### config.mk
export PLATFORM = sky130hd
export DESIGN_NAME = a429_word_tx
export DESIGN_NICKNAME = d
export VERILOG_FILES = /design/src/rtl/a429_tx_pkg.sv /design/src/rtl/tx_word_fifo.sv /design/src/rtl/tx_bit_timer.sv /design/src/rtl/tx_serializer.sv /design/src/rtl/a429_word_tx.sv
export SDC_FILE = /design/constraint.sdc
export NUM_CORES = 1
export LEC_CHECK = 0
export ABC_AREA = 1
export BUFFER_PORTS_ARGS = -buffer_cell sky130_fd_sc_hd__buf_4
export CAP_MARGIN = 30
export CORE_MARGIN = 2
export CORE_UTILIZATION = 35
export DETAILED_ROUTE_END_ITERATION = 7
export PLACE_DENSITY = 0.51
export SYNTH_ARGS = -nofsm -noshare
export SYNTH_HDL_FRONTEND = slang
export SYNTH_SLANG_ARGS = --single-unit
### constraint.sdc
create_clock -name clk_i -period 8.45 [get_ports clk_i]
set_input_delay 0.845 -clock clk_i [delete_from_list [all_inputs] [get_ports clk_i]]
set_output_delay 0.845 -clock clk_i [all_outputs]
set_load 0.005 [all_outputs]
### src/rtl/a429_tx_pkg.sv
package a429_tx_pkg;
  localparam int WORD_W = 32;
  localparam int HALF_W = 16;

  typedef enum logic [1:0] {
    S_IDLE = 2'd0,
    S_SEND = 2'd1,
    S_GAP  = 2'd2
  } tx_state_e;
endpackage

### src/rtl/tx_word_fifo.sv
module tx_word_fifo #(
  parameter int W     = 32,
  parameter int DEPTH = 8
) (
  input  logic         clk_i,
  input  logic         rst_ni,
  input  logic         wr_en_i,
  input  logic [W-1:0] wr_data_i,
  input  logic         rd_en_i,
  output logic [W-1:0] rd_data_o,
  output logic         full_o,
  output logic         empty_o
);
  localparam int AW = (DEPTH > 1) ? $clog2(DEPTH) : 1;
  localparam int CW = $clog2(DEPTH + 1);

  logic [W-1:0]  mem_q [DEPTH];
  logic [AW-1:0] wr_ptr_q, rd_ptr_q;
  logic [CW-1:0] count_q;

  function automatic logic [AW-1:0] ptr_inc(input logic [AW-1:0] p);
    return (p == AW'(DEPTH - 1)) ? '0 : p + 1'b1;
  endfunction

  assign full_o    = (count_q == CW'(DEPTH));
  assign empty_o   = (count_q == '0);
  assign rd_data_o = mem_q[rd_ptr_q];

  always_ff @(posedge clk_i) begin
    if (wr_en_i) mem_q[wr_ptr_q] <= wr_data_i;
  end

  always_ff @(posedge clk_i or negedge rst_ni) begin
    if (!rst_ni) begin
      wr_ptr_q <= '0;
      rd_ptr_q <= '0;
      count_q  <= '0;
    end else begin
      if (wr_en_i) wr_ptr_q <= ptr_inc(wr_ptr_q);
      if (rd_en_i) rd_ptr_q <= ptr_inc(rd_ptr_q);
      case ({wr_en_i, rd_en_i})
        2'b10:   count_q <= count_q + 1'b1;
        2'b01:   count_q <= count_q - 1'b1;
        default: count_q <= count_q;
      endcase
    end
  end

  p_no_overflow_r1: assert property (@(posedge clk_i) disable iff (!rst_ni)
    wr_en_i |-> (count_q < CW'(DEPTH)));
  p_no_underflow_r6: assert property (@(posedge clk_i) disable iff (!rst_ni)
    rd_en_i |-> (count_q != '0));
  p_count_bound_r1: assert property (@(posedge clk_i) disable iff (!rst_ni)
    count_q <= CW'(DEPTH));
endmodule

### src/rtl/tx_bit_timer.sv
module tx_bit_timer #(
  parameter int DIV_FAST = 10,
  parameter int DIV_SLOW = 80
) (
  input  logic clk_i,
  input  logic rst_ni,
  input  logic run_i,
  input  logic slow_i,
  output logic bit_end_o,
  output logic first_half_o
);
  localparam int CNT_W = $clog2(DIV_SLOW);
  localparam logic [CNT_W-1:0] LAST_F = CNT_W'(DIV_FAST - 1);
  localparam logic [CNT_W-1:0] LAST_S = CNT_W'(DIV_SLOW - 1);
  localparam logic [CNT_W-1:0] HALF_F = CNT_W'(DIV_FAST / 2);
  localparam logic [CNT_W-1:0] HALF_S = CNT_W'(DIV_SLOW / 2);

  logic [CNT_W-1:0] cnt_q;
  logic [CNT_W-1:0] last;

  assign last         = slow_i ? LAST_S : LAST_F;
  assign bit_end_o    = run_i && (cnt_q == last);
  assign first_half_o = cnt_q < (slow_i ? HALF_S : HALF_F);

  always_ff @(posedge clk_i or negedge rst_ni) begin
    if (!rst_ni)                  cnt_q <= '0;
    else if (!run_i || bit_end_o) cnt_q <= '0;
    else                          cnt_q <= cnt_q + 1'b1;
  end

  p_cnt_step_r3: assert property (@(posedge clk_i) disable iff (!rst_ni)
    (run_i && !bit_end_o) |=> (cnt_q == CNT_W'($past(cnt_q) + 1'b1)));
  p_cnt_bound_r3: assert property (@(posedge clk_i) disable iff (!rst_ni)
    cnt_q <= last);
endmodule

### src/rtl/tx_serializer.sv
module tx_serializer
  import a429_tx_pkg::*;
#(
  parameter int WORD_BITS = 32,
  parameter int GAP_BITS  = 4
) (
  input  logic                 clk_i,
  input  logic                 rst_ni,
  input  logic                 tx_en_i,
  input  logic                 slow_i,
  input  logic                 par_en_i,
  input  logic                 have_word_i,
  input  logic [WORD_BITS-1:0] word_i,
  input  logic                 bit_end_i,
  input  logic                 first_half_i,
  output logic                 pop_o,
  output logic                 run_o,
  output logic                 slow_q_o,
  output logic                 busy_o,
  output logic                 line_one_o,
  output logic                 line_zero_o
);
  localparam int BIT_W = $clog2(WORD_BITS);
  localparam int GAP_W = $clog2(GAP_BITS + 1);

  tx_state_e              state_q;
  logic [WORD_BITS-1:0]   shift_q;
  logic [BIT_W-1:0]       bit_idx_q;
  logic [GAP_W-1:0]       gap_idx_q;
  logic                   slow_q;
  logic [WORD_BITS-1:0]   load_word;

  // bit 32 forced so the whole word has odd parity
  assign load_word = par_en_i
                   ? {~^word_i[WORD_BITS-2:0], word_i[WORD_BITS-2:0]}
                   : word_i;

  assign pop_o       = (state_q == S_IDLE) && tx_en_i && have_word_i;
  assign run_o       = (state_q != S_IDLE);
  assign busy_o      = (state_q == S_SEND);
  assign slow_q_o    = slow_q;
  assign line_one_o  = busy_o && first_half_i && shift_q[0];
  assign line_zero_o = busy_o && first_half_i && !shift_q[0];

  always_ff @(posedge clk_i or negedge rst_ni) begin
    if (!rst_ni) begin
      state_q   <= S_IDLE;
      shift_q   <= '0;
      bit_idx_q <= '0;
      gap_idx_q <= '0;
      slow_q    <= 1'b0;
    end else begin
      case (state_q)
        S_IDLE: begin
          if (pop_o) begin
            shift_q   <= load_word;
            slow_q    <= slow_i;
            bit_idx_q <= '0;
            state_q   <= S_SEND;
          end
        end
        S_SEND: begin
          if (bit_end_i) begin
            shift_q <= shift_q >> 1;
            if (bit_idx_q == BIT_W'(WORD_BITS - 1)) begin
              gap_idx_q <= '0;
              state_q   <= S_GAP;
            end else begin
              bit_idx_q <= bit_idx_q + 1'b1;
            end
          end
        end
        S_GAP: begin
          if (bit_end_i) begin
            if (gap_idx_q == GAP_W'(GAP_BITS - 1)) state_q <= S_IDLE;
            else gap_idx_q <= gap_idx_q + 1'b1;
          end
        end
        default: state_q <= S_IDLE;
      endcase
    end
  end

  p_rate_hold_r3: assert property (@(posedge clk_i) disable iff (!rst_ni)
    (state_q != S_IDLE) |=> $stable(slow_q));
  p_shift_hold_r5: assert property (@(posedge clk_i) disable iff (!rst_ni)
    (state_q == S_SEND && !bit_end_i) |=> $stable(shift_q));
  p_gap_quiet_r7: assert property (@(posedge clk_i) disable iff (!rst_ni)
    (state_q == S_GAP) |-> !(line_one_o || line_zero_o));
endmodule

### src/rtl/a429_word_tx.sv
module a429_word_tx
  import a429_tx_pkg::*;
#(
  parameter int DIV_FAST   = 10,
  parameter int DIV_SLOW   = 80,
  parameter int FIFO_DEPTH = 8,
  parameter int GAP_BITS   = 4
) (
  input  logic              clk_i,
  input  logic              rst_ni,
  input  logic [HALF_W-1:0] bus_i,
  input  logic              load_lo_i,
  input  logic              load_hi_i,
  input  logic              tx_en_i,
  input  logic              slow_i,
  input  logic              par_en_i,
  output logic              line_one_o,
  output logic              line_zero_o,
  output logic              ready_o,
  output logic              ovf_o
);
  logic [HALF_W-1:0] lo_q;
  logic              ovf_q;
  logic              full, empty, push, pop;
  logic [WORD_W-1:0] head_word;
  logic              run, slow_q, busy, bit_end, first_half;

  assign push    = load_hi_i && !full;
  assign ready_o = empty && !busy;
  assign ovf_o   = ovf_q;

  always_ff @(posedge clk_i or negedge rst_ni) begin
    if (!rst_ni) begin
      lo_q  <= '0;
      ovf_q <= 1'b0;
    end else begin
      if (load_lo_i && !full) lo_q <= bus_i;
      ovf_q <= (load_lo_i || load_hi_i) && full;
    end
  end

  tx_word_fifo #(.W(WORD_W), .DEPTH(FIFO_DEPTH)) u_fifo (
    .clk_i     (clk_i),
    .rst_ni    (rst_ni),
    .wr_en_i   (push),
    .wr_data_i ({bus_i, lo_q}),
    .rd_en_i   (pop),
    .rd_data_o (head_word),
    .full_o    (full),
    .empty_o   (empty)
  );

  tx_bit_timer #(.DIV_FAST(DIV_FAST), .DIV_SLOW(DIV_SLOW)) u_timer (
    .clk_i        (clk_i),
    .rst_ni       (rst_ni),
    .run_i        (run),
    .slow_i       (slow_q),
    .bit_end_o    (bit_end),
    .first_half_o (first_half)
  );

  tx_serializer #(.WORD_BITS(WORD_W), .GAP_BITS(GAP_BITS)) u_ser (
    .clk_i        (clk_i),
    .rst_ni       (rst_ni),
    .tx_en_i      (tx_en_i),
    .slow_i       (slow_i),
    .par_en_i     (par_en_i),
    .have_word_i  (!empty),
    .word_i       (head_word),
    .bit_end_i    (bit_end),
    .first_half_i (first_half),
    .pop_o        (pop),
    .run_o        (run),
    .slow_q_o     (slow_q),
    .busy_o       (busy),
    .line_one_o   (line_one_o),
    .line_zero_o  (line_zero_o)
  );

  p_lines_exclusive_r4: assert property (@(posedge clk_i) disable iff (!rst_ni)
    !(line_one_o && line_zero_o));
  p_ready_quiet_r9: assert property (@(posedge clk_i) disable iff (!rst_ni)
    ready_o |-> !(line_one_o || line_zero_o));
  p_ovf_cause_r10: assert property (@(posedge clk_i) disable iff (!rst_ni)
    ovf_o |-> $past(full));
endmodule

==> results.yml <==
route:
  wl_per_cell_um: 16.7
  viasPerCell: 4.70
  dr.pass1.iters: 5
  drt_iter0_markers: 642
  route.detailed.drc: 0
  totalWireLength_mm: 37.4
  num_vias: 10500
  ant_nets: 0
grt:
  grt-ovfl-total: 0
  grt_pass1_wl_mm: 59.5
  grt_use_total_pct: 17.3
  grt_start_max_net_pins: 75
  antenna_found_initial: 1
  first_global_vias: 10400
yosys:
  netlist_area_sq_um: 15300
  seq_area_frac_synth_pct: 62.7
  syn-num-nets: 1651
  synth_top_cell_by_area: "edfxtp_1"
  postSynthRegisterBits: 333
  syn_avg_cell_area_sq_um: 9.52
  yosys-top-cells-area: "edfxtp_1 (50%), nand2_1 (13%), dfrtp_1 (13%)"
  synthCells: 1610
  synth_edf_count: 256
  ys.flop_type: "edfxtp_1"
  synth_top_area_share_pct: 50.2
  synth_warnings: 0
  synth_cell_types: 43
  async_flop_share_pct: 23.1
placed_design:
  place_area_sq_um: 16100
  portBuffers: 26
  gp_congestion: 0.779
  dp_hpwl_mm: 20.7
  dp_cells: 2175
clock_tree:
  holdBufCountCts: 0
  cts_setup_buffers: 0
  cts_made_buffers: 38
  cts_tree: "built"
  htreeDepth: 2
  clock-sinks: 333
  clkLatencyLatePin_ns: 0.55
  cts_root_buffer: "clkbuf_16"
  cts-resized-gates: 0
  clk_pin_slew_ns: 0.06
  cts.path.max_buffers: 3
die:
  die_y_um: 213
  die_w_um: 213
  initial_core_util_pct: 35.5
  boundaryPins: 27
  dieArea_sq_um: 45500
  rows: 76
  fp.coreArea_sq_um: 43200
worst_setup_path:
  setup.worst_path.class: "flop to flop"
  r2r_setup_slack_ns: 5.02
  crit_required_ns: 8.89
  endpoint_kind: "flop"
  start_kind: "flop"
  crit_fanout: 74
  critPathMaxStageDelay_ns: 0.75
  path_common_cell: "nand2_1"
  crit_chain: "buf_4 -> buf_4 -> nand2_1 -> nand2_1 -> nand2_1 -> nand3_1 -> nand2_1 -> inv_1 -> nand2_1 -> nand2_1 -> inv_1 -> nand2_1 -> nand2_1 -> nand2_1 -> nand2_1 -> nand2_1 -> nand2_1 -> nand2_1 -> nand3_1 -> nand2_1 -> nand2_1"
  worstPathArrival_ns: 3.87
  crit_slowest_cell: "buf_4"
timing:
  setup_violations: 0
  hold_viol: 0
  post-route-min-period_ns: 3.43
  post-route-period-util_pct: 40.6
  rsz0062_at_grt: "no"
  slew_headroom_pct: 34.9
  fin_tns_setup_ns: 0
  hold_slack_ns: 0.169
  slew_viol_final: 0
  fmax_mhz: 291
  worst_pin_slew_ns: 0.973
  fin_skew_ns: 0.0166
status:
  status: "completed"
worst_hold_path:
  min_path_type: "input pin to asynchronous set/reset pin"
cells_and_area:
  layout.cells.non_filler: 2243
  drive_gt1_share_pct: 8.50
  antennaDiodeCount: 0
  nets: 1671
  fin_area_sq_um: 17400
  area_growth_pct: 13.4
flow_run:
  cap_violations: 0
power_and_ir_drop:
  p_leak_nw: 7.60
  power_density_nw_per_um2: 251
  vdd_drop_max_mv: 0.135
cell type report:
type / count / area (sq um)
Inverter: 199 / 749
Tap cell: 585 / 732
Sequential cell: 333 / 9620
Clock inverter: 22 / 262
Fill cell: 4262 / 25800
Clock buffer: 46 / 1010
Multi-Input combinational cell: 1013 / 4640
Timing Repair Buffer: 45 / 358
cells in the mapped netlist, drive strengths merged (2+ instances only):
master	number
nor3b	3
clkbuf	13
edfxtp	256
nor4	2
xor2	3
dfrtp	77
ha	18
a22o	2
xnor2	2
a21oi	40
nand4	2
nand2	548
o211ai	6
o21ai	64
inv	198
nor2	140
o22ai	22
buf	52
nand3	128
nor3	6
or2	2
mux2	17
flip-flops by register name, indices dropped and copies added (netlist names):
name / flops
u_ser.state_q: 2
u_timer.cnt_q: 7
u_fifo.wr_ptr_q: 3
lo_q: 16
u_ser.slow_q_o: 1
u_ser.bit_idx_q: 5
ovf_o: 1
u_fifo.rd_ptr_q: 3
u_ser.shift_q: 32
u_fifo.count_q: 4
u_ser.gap_idx_q: 3
u_fifo.mem_q: 256
worst max-delay path: cells and delay by family (launching register included):
kind          cells  cell delay (ns)
flops             1             0.42
simple gates     17             1.24
buf+inv           4             1.57
cell families (layout without fill, tap and decap cells):
family,count (synthesis),in the layout,synth area share (%)
muxes,17,17,1.25
DFF,333,333,62.7
adders and majority gates,18,18,1.47
and+or+nand+nor,831,831,21.7
xor gates and xnor gates,5,5,0.286
AOI/OAI and AO/OA,142,142,5.18
buffers and inverters,264,312,7.40
worst paths after layout:
check | from | endpoint | cells after the start
max | u_fifo.rd_ptr_q[0] | u_ser.shift_q[31] | 21
min | rst_ni | lo_q[12] | 1
max reg2reg | u_fifo.rd_ptr_q[0] | u_ser.shift_q[31] | 21
min reg2reg | u_ser.shift_q[31] | u_ser.shift_q[31] | 2
max in group asynchronous | rst_ni | u_fifo.rd_ptr_q[0] | 3
min in group clk_i | u_ser.shift_q[31] | u_ser.shift_q[31] | 2
placed cells by master (no fill, tap or decap), types with 5 or more instances in the layout:
cell type  synthesis  routed
o211ai_1           5       5
clkinv_1           1       9
buf_4              3      44
o21ai_1           23      23
o21ai_0           40      40
o22ai_1           22      22
nor2_4             1       9
edfxtp_1         256     256
dfrtp_1           77      74
mux2_2            17      17
nand2_1          548     547
ha_1              18      18
inv_2              5       5
clkbuf_1          12       6
nor2_1           138     129
nand3_1          128     128
nor3_1             6       6
a21oi_1           40      40
inv_1            192     192
bufinv_16          0       6
clkbuf_16          0      39
per-layer routing:
metal  vias up  part of all wire, %  GRT usage [%]
met3        51                  3.4           2.56
met4         0                  1.9           4.79
li1       5278                    -              -
met5         -                    0              0
met1      5085                   47           22.9
met2       132                   48           29.6
where the power goes:
part,internal (mW),leakage (nW),switching (mW)
clock,1.03,0.613,0.650
sequential,2.08,3.28,0.117
combinational,0.143,3.71,0.344
total,3.25,7.60,1.11
per-stage QoR:
stage	setup WS (ns)	power, mW	utilization [%]
floorplan	5.13	2.49	-
global placement	5.06	2.71	37.2
detailed placement	4.99	2.73	37.3
CTS	4.99	4.43	40.3
global route	4.55	4.57	40.3
finish	5.02	4.37	40.3
(Power assumes the default switching activity.)
